<file path="src/rtl/nand_fe_pkg.sv">
package nand_fe_pkg;

  typedef enum logic [2:0] {
    OP_NONE       = 3'd0,
    OP_READ       = 3'd1,
    OP_READ_SPARE = 3'd2,
    OP_PROG       = 3'd3,
    OP_ERASE      = 3'd4,
    OP_STATUS     = 3'd5,
    OP_ID         = 3'd6,
    OP_RESET      = 3'd7
  } op_e;

  typedef enum logic [2:0] {
    S_IDLE,
    S_RD_ADR,
    S_PG_ADR,
    S_PG_DAT,
    S_ER_ADR,
    S_ER_CNF
  } st_e;

  localparam logic [7:0] CMD_READ_A = 8'h00;
  localparam logic [7:0] CMD_READ_B = 8'h50;
  localparam logic [7:0] CMD_LOAD   = 8'h80;
  localparam logic [7:0] CMD_PROG   = 8'h10;
  localparam logic [7:0] CMD_ERASE  = 8'h60;
  localparam logic [7:0] CMD_GO     = 8'hD0;
  localparam logic [7:0] CMD_STATUS = 8'h70;
  localparam logic [7:0] CMD_ID     = 8'h90;
  localparam logic [7:0] CMD_RESET  = 8'hFF;

endpackage

</file>
<file path="src/rtl/nand_bus_sampler.sv">
module nand_bus_sampler #(
  parameter int BUS_W = 8
) (
  input  logic             clk,
  input  logic             rst,
  input  logic             ce_n,
  input  logic             we_n,
  input  logic             cle,
  input  logic             ale,
  input  logic             busy,
  input  logic [BUS_W-1:0] io,
  output logic             cmd_vld,
  output logic             adr_vld,
  output logic             dat_vld,
  output logic             busy_o,
  output logic [BUS_W-1:0] byte_o
);

  logic             ce_s, we_s, we_d, cle_s, ale_s, busy_s;
  logic [BUS_W-1:0] io_s;
  logic             wr_edge;

  always_ff @(posedge clk) begin
    if (rst) begin
      ce_s   <= 1'b1;
      we_s   <= 1'b1;
      we_d   <= 1'b1;
      cle_s  <= 1'b0;
      ale_s  <= 1'b0;
      busy_s <= 1'b0;
      io_s   <= '0;
    end else begin
      ce_s   <= ce_n;
      we_s   <= we_n;
      we_d   <= we_s;
      cle_s  <= cle;
      ale_s  <= ale;
      busy_s <= busy;
      io_s   <= io;
    end
  end

  assign wr_edge = we_s && !we_d && !ce_s;

  always_ff @(posedge clk) begin
    if (rst) begin
      cmd_vld <= 1'b0;
      adr_vld <= 1'b0;
      dat_vld <= 1'b0;
      busy_o  <= 1'b0;
      byte_o  <= '0;
    end else begin
      cmd_vld <= wr_edge && cle_s && !ale_s;
      adr_vld <= wr_edge && ale_s && !cle_s;
      dat_vld <= wr_edge && !cle_s && !ale_s;
      busy_o  <= busy_s;
      byte_o  <= io_s;
    end
  end

  // a captured byte has at most one class
  a_r2_one_class: assert property (@(posedge clk) disable iff (rst)
    $onehot0({cmd_vld, adr_vld, dat_vld}));

  // a byte is only produced after a rising write strobe
  a_r1_needs_edge: assert property (@(posedge clk) disable iff (rst)
    (cmd_vld || adr_vld || dat_vld) |-> $past(we_s && !we_d));

endmodule

</file>
<file path="src/rtl/nand_addr_asm.sv">
module nand_addr_asm #(
  parameter int BUS_W = 8,
  parameter int ROW_W = 13
) (
  input  logic                      clk,
  input  logic                      rst,
  input  logic                      clr_cnt,
  input  logic                      clr_all,
  input  logic                      take,
  input  logic [BUS_W-1:0]          din,
  input  logic [1:0]                need,
  input  logic                      row_only,
  output logic                      adr_last,
  output logic [ROW_W+BUS_W-1:0]    addr_next,
  output logic [ROW_W+BUS_W-1:0]    addr_q
);

  localparam int HI_W   = ROW_W - BUS_W;
  localparam int ADDR_W = ROW_W + BUS_W;

  logic [1:0]       cnt, idx;
  logic             cap;
  logic [BUS_W-1:0] col_q, rlo_q, col_n, rlo_n;
  logic [HI_W-1:0]  rhi_q, rhi_n;

  assign cap      = take && (cnt < need);
  assign idx      = row_only ? cnt + 2'd1 : cnt;
  assign adr_last = cap && ((cnt + 2'd1) == need);

  always_comb begin
    col_n = col_q;
    rlo_n = rlo_q;
    rhi_n = rhi_q;
    if (cap) begin
      case (idx)
        2'd0:    col_n = din;
        2'd1:    rlo_n = din;
        default: rhi_n = din[HI_W-1:0];
      endcase
    end
  end

  assign addr_next = {rhi_n, rlo_n, col_n};
  assign addr_q    = {rhi_q, rlo_q, col_q};

  always_ff @(posedge clk) begin
    if (rst || clr_all) begin
      cnt   <= 2'd0;
      col_q <= '0;
      rlo_q <= '0;
      rhi_q <= '0;
    end else begin
      if (clr_cnt)  cnt <= 2'd0;
      else if (cap) cnt <= cnt + 2'd1;
      col_q <= col_n;
      rlo_q <= rlo_n;
      rhi_q <= rhi_n;
    end
  end

  // surplus address bytes leave the stored address alone
  a_r10_surplus_ignored: assert property (@(posedge clk) disable iff (rst)
    (take && !cap) |=> $stable(addr_q));

  // reset command wipes the stored address
  a_r9_addr_wiped: assert property (@(posedge clk) disable iff (rst)
    clr_all |=> (addr_q == {ADDR_W{1'b0}}));

endmodule

</file>
<file path="src/rtl/nand_cmd_ctl.sv">
module nand_cmd_ctl
  import nand_fe_pkg::*;
#(
  parameter int BUS_W   = 8,
  parameter int ROW_W   = 13,
  parameter int BLK_LSB = 4
) (
  input  logic                   clk,
  input  logic                   rst,
  input  logic                   cmd_vld,
  input  logic                   adr_vld,
  input  logic                   dat_vld,
  input  logic                   busy,
  input  logic [BUS_W-1:0]       din,
  input  logic                   adr_last,
  input  logic [ROW_W+BUS_W-1:0] addr_next,
  input  logic [ROW_W+BUS_W-1:0] addr_q,
  output logic                   clr_cnt,
  output logic                   clr_all,
  output logic                   take,
  output logic [1:0]             need,
  output logic                   row_only,
  output logic                   op_valid,
  output logic [2:0]             op_code,
  output logic [ROW_W+BUS_W-1:0] op_addr,
  output logic                   dat_valid,
  output logic [BUS_W-1:0]       dat_byte,
  output logic                   err_flag
);

  localparam int ADDR_W = ROW_W + BUS_W;
  localparam int LOW_Z  = BUS_W + BLK_LSB;

  st_e               st, st_n;
  logic              spare, spare_n;
  op_e               op_n;
  logic [ADDR_W-1:0] addr_n;
  logic              dv_n;
  logic              cmd_ok, cmd_drop, dat_ok;
  logic [ADDR_W-1:0] ers_addr;
  logic [7:0]        code;

  assign code     = 8'(din);
  assign cmd_ok   = cmd_vld && (!busy || code == CMD_STATUS || code == CMD_RESET);
  assign cmd_drop = cmd_vld && !cmd_ok;
  assign take     = adr_vld && !busy;
  assign dat_ok   = dat_vld && !busy;
  assign clr_cnt  = cmd_ok;
  assign clr_all  = cmd_ok && (code == CMD_RESET);
  assign row_only = (st == S_ER_ADR);
  assign need     = (st == S_RD_ADR || st == S_PG_ADR) ? 2'd3 :
                    (st == S_ER_ADR) ? 2'd2 : 2'd0;
  assign ers_addr = {addr_q[ADDR_W-1:LOW_Z], {LOW_Z{1'b0}}};

  always_comb begin
    st_n    = st;
    spare_n = spare;
    op_n    = OP_NONE;
    addr_n  = '0;
    dv_n    = 1'b0;
    if (cmd_ok) begin
      case (code)
        CMD_RESET: begin
          op_n = OP_RESET;
          st_n = S_IDLE;
        end
        CMD_READ_A: begin
          st_n    = S_RD_ADR;
          spare_n = 1'b0;
        end
        CMD_READ_B: begin
          st_n    = S_RD_ADR;
          spare_n = 1'b1;
        end
        CMD_LOAD:  st_n = S_PG_ADR;
        CMD_PROG: begin
          if (st == S_PG_DAT) begin
            op_n   = OP_PROG;
            addr_n = addr_q;
          end
          st_n = S_IDLE;
        end
        CMD_ERASE: st_n = S_ER_ADR;
        CMD_GO: begin
          if (st == S_ER_CNF) begin
            op_n   = OP_ERASE;
            addr_n = ers_addr;
          end
          st_n = S_IDLE;
        end
        CMD_STATUS: begin
          op_n = OP_STATUS;
          if (st == S_ER_CNF) st_n = S_IDLE;
        end
        CMD_ID: begin
          op_n = OP_ID;
          st_n = S_IDLE;
        end
        default: st_n = S_IDLE;
      endcase
    end else if (take) begin
      if (st == S_ER_CNF) begin
        st_n = S_IDLE;
      end else if (adr_last) begin
        case (st)
          S_RD_ADR: begin
            op_n   = spare ? OP_READ_SPARE : OP_READ;
            addr_n = addr_next;
            st_n   = S_IDLE;
          end
          S_PG_ADR: st_n = S_PG_DAT;
          S_ER_ADR: st_n = S_ER_CNF;
          default:  st_n = st;
        endcase
      end
    end else if (dat_ok) begin
      if (st == S_ER_CNF)      st_n = S_IDLE;
      else if (st == S_PG_DAT) dv_n = 1'b1;
    end
  end

  always_ff @(posedge clk) begin
    if (rst) begin
      st        <= S_IDLE;
      spare     <= 1'b0;
      op_valid  <= 1'b0;
      op_code   <= 3'd0;
      op_addr   <= '0;
      dat_valid <= 1'b0;
      dat_byte  <= '0;
      err_flag  <= 1'b0;
    end else begin
      st        <= st_n;
      spare     <= spare_n;
      op_valid  <= (op_n != OP_NONE);
      op_code   <= op_n;
      op_addr   <= addr_n;
      dat_valid <= dv_n;
      dat_byte  <= dv_n ? din : '0;
      err_flag  <= err_flag || cmd_drop;
    end
  end

  // a command refused during busy raises the flag and issues nothing
  a_r8_drop_flags: assert property (@(posedge clk) disable iff (rst)
    cmd_drop |=> (err_flag && !op_valid));

  // the error flag holds until reset
  a_r8_err_sticky: assert property (@(posedge clk) disable iff (rst)
    err_flag |=> err_flag);

  // an erase strobe always follows a confirm command byte
  a_r5_erase_after_go: assert property (@(posedge clk) disable iff (rst)
    (op_valid && op_code == OP_ERASE) |-> $past(cmd_vld && code == CMD_GO && !busy));

  // forwarded data always comes from a data byte outside busy
  a_r4_data_source: assert property (@(posedge clk) disable iff (rst)
    dat_valid |-> $past(dat_vld && !busy));

  // a strobe never carries the empty code
  a_r3_code_nonzero: assert property (@(posedge clk) disable iff (rst)
    op_valid |-> (op_code != 3'd0));

endmodule

</file>
<file path="src/rtl/nand_cmd_front.sv">
module nand_cmd_front #(
  parameter int BUS_W   = 8,
  parameter int ROW_W   = 13,
  parameter int BLK_LSB = 4
) (
  input  logic                   clk,
  input  logic                   rst,
  input  logic                   ce_n,
  input  logic                   we_n,
  input  logic                   cle,
  input  logic                   ale,
  input  logic                   busy,
  input  logic [BUS_W-1:0]       io,
  output logic                   op_valid,
  output logic [2:0]             op_code,
  output logic [ROW_W+BUS_W-1:0] op_addr,
  output logic                   dat_valid,
  output logic [BUS_W-1:0]       dat_byte,
  output logic                   err_flag
);

  localparam int ADDR_W = ROW_W + BUS_W;

  logic              cmd_vld, adr_vld, dat_vld, busy_q;
  logic [BUS_W-1:0]  byte_q;
  logic              clr_cnt, clr_all, take, row_only, adr_last;
  logic [1:0]        need;
  logic [ADDR_W-1:0] addr_next, addr_q;

  nand_bus_sampler #(.BUS_W(BUS_W)) u_smp (
    .clk(clk), .rst(rst), .ce_n(ce_n), .we_n(we_n), .cle(cle), .ale(ale),
    .busy(busy), .io(io), .cmd_vld(cmd_vld), .adr_vld(adr_vld),
    .dat_vld(dat_vld), .busy_o(busy_q), .byte_o(byte_q)
  );

  nand_addr_asm #(.BUS_W(BUS_W), .ROW_W(ROW_W)) u_adr (
    .clk(clk), .rst(rst), .clr_cnt(clr_cnt), .clr_all(clr_all), .take(take),
    .din(byte_q), .need(need), .row_only(row_only), .adr_last(adr_last),
    .addr_next(addr_next), .addr_q(addr_q)
  );

  nand_cmd_ctl #(.BUS_W(BUS_W), .ROW_W(ROW_W), .BLK_LSB(BLK_LSB)) u_ctl (
    .clk(clk), .rst(rst), .cmd_vld(cmd_vld), .adr_vld(adr_vld),
    .dat_vld(dat_vld), .busy(busy_q), .din(byte_q), .adr_last(adr_last),
    .addr_next(addr_next), .addr_q(addr_q), .clr_cnt(clr_cnt),
    .clr_all(clr_all), .take(take), .need(need), .row_only(row_only),
    .op_valid(op_valid), .op_code(op_code), .op_addr(op_addr),
    .dat_valid(dat_valid), .dat_byte(dat_byte), .err_flag(err_flag)
  );

endmodule

</file>
<file path="config.mk">
export PLATFORM = sky130hd
export DESIGN_NAME = nand_cmd_front
export DESIGN_NICKNAME = d
export VERILOG_FILES = /design/src/rtl/nand_fe_pkg.sv /design/src/rtl/nand_bus_sampler.sv /design/src/rtl/nand_addr_asm.sv /design/src/rtl/nand_cmd_ctl.sv /design/src/rtl/nand_cmd_front.sv
export SDC_FILE = /design/constraint.sdc
export NUM_CORES = 1
export LEC_CHECK = 0
export BUFFER_PORTS_ARGS = -buffer_cell sky130_fd_sc_hd__buf_4
export CORE_MARGIN = 2
export CORE_UTILIZATION = 57
export CTS_CLUSTER_DIAMETER = 100
export DETAILED_ROUTE_END_ITERATION = 7
export GPL_ROUTABILITY_DRIVEN = 0
export HOLD_SLACK_MARGIN = 0.03
export PLACE_DENSITY = 0.79
export SYNTH_ARGS = -nofsm -noshare
export SYNTH_HDL_FRONTEND = slang
export SYNTH_HIERARCHICAL = 1
export SYNTH_SLANG_ARGS = --single-unit
export TNS_END_PERCENT = 100
</file>
<file path="constraint.sdc">
create_clock -name clk -period 3.62 [get_ports clk]
set_input_delay 0.543 -clock clk [delete_from_list [all_inputs] [get_ports clk]]
set_output_delay 0.543 -clock clk [all_outputs]
set_load 0.05 [all_outputs]
</file>
==> out/results.md <==
| Group | Quantity | This run |
|---|---|---|
| placement | Estimated wirelength of the detail-placed design | 5190 um |
| worst hold path | Hold wc startpoint | ce_n |
| logic synthesis | Synth Area in Simple Gates | 21.9% |
| clocking | Clock latency on the worst-skew pair | 0.36 ns |
| worst hold path | Hold WC Path Type | in2reg |
| job | Max cap viols | 0 |
| critical path | WP data required | 3.88 ns |
| cells and area | Antenna cells | 0 |
| placement | Dpl cell area | 4260 um2 |
| timing | Min Clock Period, post-route | 3.39 ns |
| drt | Wire length reported by the detailed router | 7830 um |
| critical path | Sort of element at the start of the critical path | register |
| power and ir drop | Worst ir drop on vdd | 0.306 mV |
| cells and area | Final-stage net count | 436 |
| cells and area | Final design area excluding fillers | 4470 um2 |
| outcome | Run status | completed |
| cells and area | Final standard cell utilization of the core | 66.5% |
| critical path | Highest fanout seen on the critical path | 10 |
| clocking | Clock-pin slew of the registers on the worst-case setup and hold paths | 0.09 ns |
| logic synthesis | Number of distinct library cells after synthesis | 68 |
| worst hold path | Worst min-delay path endpoint | u_smp/ce_s |
| grt | Remaining global-route overflow | 0 |
| clocking | Max Buffers Root-to-Sink | 2 |
| drt | Vias after detailed routing | 2824 |
| logic synthesis | Synthesized area per cell | 10.4 um2 |
| timing | Worst hold slack after final layout | 0.375 ns |
| timing | Peak clock frequency supported by timing | 295 MHz |
| logic synthesis | Synthesized-area fraction occupied by adder cells | 0.929% |
| drt | Routed length per instance | 15.5 um |
| timing | Setup repair after global routing missed its margin | false |
| logic synthesis | Top_reg_cell synth | dfxtp_1 |
| grt | Via count of the first global-routing pass | 2538 |
| critical path | R2R Path Start | u_ctl/st[1] |
| floorplanning | Area of the die | 7530 um2 |
| power and ir drop | Net Switching | 0.416 mW |
| logic synthesis | Synth top area share | 45.1% |
| clocking | Post-cts repair resize count | 0 |
| cells and area | Area growth from synthesis to final layout | 14.5% |
| worst hold path | WHS Path Cells | 2 |
| drt | DR iter-0 viols | 310 |
| logic synthesis | Number of warning messages in the yosys log | 6 |
| grt | Global-route wire length before repair | 12500 um |
| critical path | Setup Crit Path Kind | reg2reg |
| power and ir drop | PD cells | 393 nW/um2 |
| timing | Post-Route Setup TNS | 0 ns |
| logic synthesis | Number of synthesized flops with an enable pin | 0 |
| power and ir drop | Static Leak | 1.78 nW |
| drt | Number of vias per cell after detailed routing | 5.60 |
| floorplanning | Overall die width | 86.8 um |
| logic synthesis | Share of the synthesized area in compound gates (AO/OA/AOI/OAI) | 13.4% |
| logic synthesis | Syn nets | 394 |
| power and ir drop | Proportion of power drawn by flip-flops and latches | 56.8% |
| logic synthesis | Gate count of the mapped netlist | 377 |
| critical path | R2r endpoint | u_ctl/st[2] |
| logic synthesis | Combinational family with the most area after synthesis | simple AND/OR/NAND/NOR gates |
| clocking | Inserted Clock Buffers | 9 |
| critical path | Critical path data arrival time | 3.65 ns |
| logic synthesis | Seq cells post-synth | 88 |
| clocking | Clk sinks | 88 |
| logic synthesis | Syn Std Cell Area | 3900 um2 |
| timing | Total setup violations reported at the end of the flow | 0 |
| timing | Transition time at the pin with the least slew margin | 0.671 ns |
| power and ir drop | Switching power as a share of total power | 23.7% |
| clocking | Count of hold buffers inserted by post-cts repair | 0 |
| placement | Total of buffers placed on input and output ports | 49 |
| grt | Initial antenna violation count | 0 |
| logic synthesis | Xor and xnor fraction of the mapped netlist area | 1.12% |
| logic synthesis | Cell type contributing the most total cell area after synthesis | dfxtp_1 |
| logic synthesis | Async SR Flop Fraction | 0% |
| power and ir drop | Clock power share | 39.7% |
| timing | Worst max-slew margin expressed relative to the limit | 55.2% |
| critical path | Critical Path Sink Type | register |
| floorplanning | Vert. Die Dim | 86.8 um |
| drt | Count of nets left with antenna violations after detail routing | 0 |
| clocking | Root buffer selected by CTS | clkbuf_8 |
| critical path | R2r setup slk | 0.23 ns |
| timing | Share of the clock period used by the worst path after layout | 93.6% |
| floorplanning | Standard-cell rows | 30 |
| clocking | Number of levels in the clock H-tree | 3 |
| timing | Largest clock skew in the final design | 0.0150 ns |
| clocking | CTS tree | done |
| logic synthesis | Top post-synthesis cells by area | dfxtp_1, mux2i_1, mux2_2 |
| cells and area | Ratio of cells with drive above 1 in the final layout | 32.3% |
| logic synthesis | Sequential-to-total area share from yosys stat | 45.1% |
| drt | Number of remaining DRC errors | 0 |
| timing | Final hold violations | 0 |
| critical path | Depth of the worst register-to-register path | 12 |
| grt | Maximum number of pins on one net before global-route repair | 52 |
| logic synthesis | Multiplexer share of the synthesized area | 12.1% |
| floorplanning | Initial Utilization | 58.1% |
| drt | Drt pass-1 iters | 5 |
| clocking | Number of buffers inserted to repair setup after CTS | 0 |
| grt | Global-route usage over all layers | 21.5% |
| timing | Number of slew-limit violations in the final report | 0 |
| floorplanning | I/O pin count | 50 |
| floorplanning | Total core area | 6720 um2 |
| power and ir drop | Relative contribution of combinational cells to total power | 3.5% |
| power and ir drop | Internal power | 1.34 mW |
[worst max path at each step]
stage                 from           to  slack, ns  depth (start not counted)
2_1_floorplan  u_ctl/st[1]  u_ctl/st[0]       0.70                         14
3_3_place_gp   u_ctl/st[1]  u_ctl/st[0]       0.43                         12
3_5_place_dp   u_ctl/st[1]  u_ctl/st[2]       0.29                         11
4_1_cts        u_ctl/st[1]  u_ctl/st[2]       0.21                         11
5_1_grt        u_ctl/st[1]  u_ctl/st[2]       0.02                         12
6_report       u_ctl/st[1]  u_ctl/st[2]       0.23                         12
[placed cells by master (no fill, tap or decap), drive strengths merged, types with 3 or more instances in the layout]
| master | count |
|---|---|
| nand2 | 37 |
| and2 | 9 |
| and2b | 3 |
| mux2i | 21 |
| nand3 | 3 |
| a22o | 10 |
| nor3 | 6 |
| o31ai | 3 |
| a21oi | 8 |
| nor4 | 6 |
| nor2 | 28 |
| or2 | 5 |
| buf | 56 |
| mux2 | 21 |
| a211oi | 5 |
| xnor2 | 4 |
| nand2b | 7 |
| a22oi | 16 |
| nor2b | 19 |
| inv | 13 |
| dfxtp | 88 |
| nand4 | 3 |
| clkbuf | 9 |
| o21ai | 7 |
[logic make-up (layout without fill, tap and decap cells)]
| family | count (synthesis) | after routing |
|---|---|---|
| AOI/OAI and AO/OA | 62 | 62 |
| xor gates and xnor gates | 5 | 5 |
| adders and majority gates | 3 | 3 |
| buffers and inverters | 34 | 81 |
| DFF | 88 | 88 |
| muxes | 42 | 42 |
| and+or+nand+nor | 143 | 143 |
[per-layer routing]
layer	track usage, %	vias up	part of all wire (%)
li1	-	1404	-
met1	30.0	1308	47
met2	32.9	99	46
met3	4.67	13	4.6
met4	8.10	0	1.7
met5	0	-	0
[metrics by stage]
stage / instances / power, mW / worst slack (ns)
finish: 504 / 1.76 / 0.232
global route: 504 / 1.82 / 0.0234
CTS: 504 / 1.77 / 0.206
detailed placement: 488 / 1.08 / 0.285
global placement: 488 / 1.08 / 0.429
floorplan: 377 / 1.06 / 0.702
[power by group through the flow]
stage / sequential, mW / combinational [mW] / clock [mW]
floorplan: 1.01 / 0.0479 / 0
global placement: 1.02 / 0.0592 / 0
detailed placement: 1.02 / 0.0604 / 0
CTS: 0.998 / 0.0609 / 0.714
global route: 1.00 / 0.0679 / 0.756
finish: 0.998 / 0.0613 / 0.697
[critical path: stages, from the launching register on]
cell	delay, ns
dfxtp_1	0.55
nand2b_1	0.23
nor2_1	0.11
or2_2	0.35
inv_1	0.08
ha_1	0.24
nor2b_2	0.21
nor4_1	0.48
nor4bb_1	0.35
a2111oi_1	0.12
a211oi_2	0.27
nor2_1	0.07
a211oi_1	0.24
[sequential cells by signal, summed over array words and instances (netlist names), 2 cells and up]
name / count
u_ctl/op_addr: 21
u_ctl/st: 3
u_adr/cnt: 2
u_smp/byte_o: 8
u_smp/io_s: 8
u_ctl/dat_byte: 8
u_adr/rhi_q: 5
u_adr/rlo_q: 8
u_adr/col_q: 8
u_ctl/op_code: 3
[Yosys cell counts (3+ instances only)]
master,count
buf_6,7
a21oi_1,8
nand2b_1,5
nor2b_1,19
a22o_1,9
nor2_1,18
xnor2_1,4
inv_1,7
a22oi_2,10
dfxtp_1,88
mux2_2,14
nor3_1,5
nand2_1,37
mux2i_1,21
nand3_1,3
o31ai_1,3
buf_2,6
or2_2,5
nand4_1,3
and2_1,9
clkbuf_1,6
mux2_4,7
o21ai_0,5
and2b_1,3
nor2_2,10
buf_4,3
a211oi_1,3
a22oi_1,6
[layout make-up]
cell class	instances	area [um2]
Timing Repair Buffer	56	433
Inverter	9	33.8
Clock inverter	7	83.8
Tap cell	80	100
Fill cell	538	2250
Multi-Input combinational cell	255	1930
Clock buffer	9	124
Sequential cell	88	1760
(Power assumes the default switching activity.)
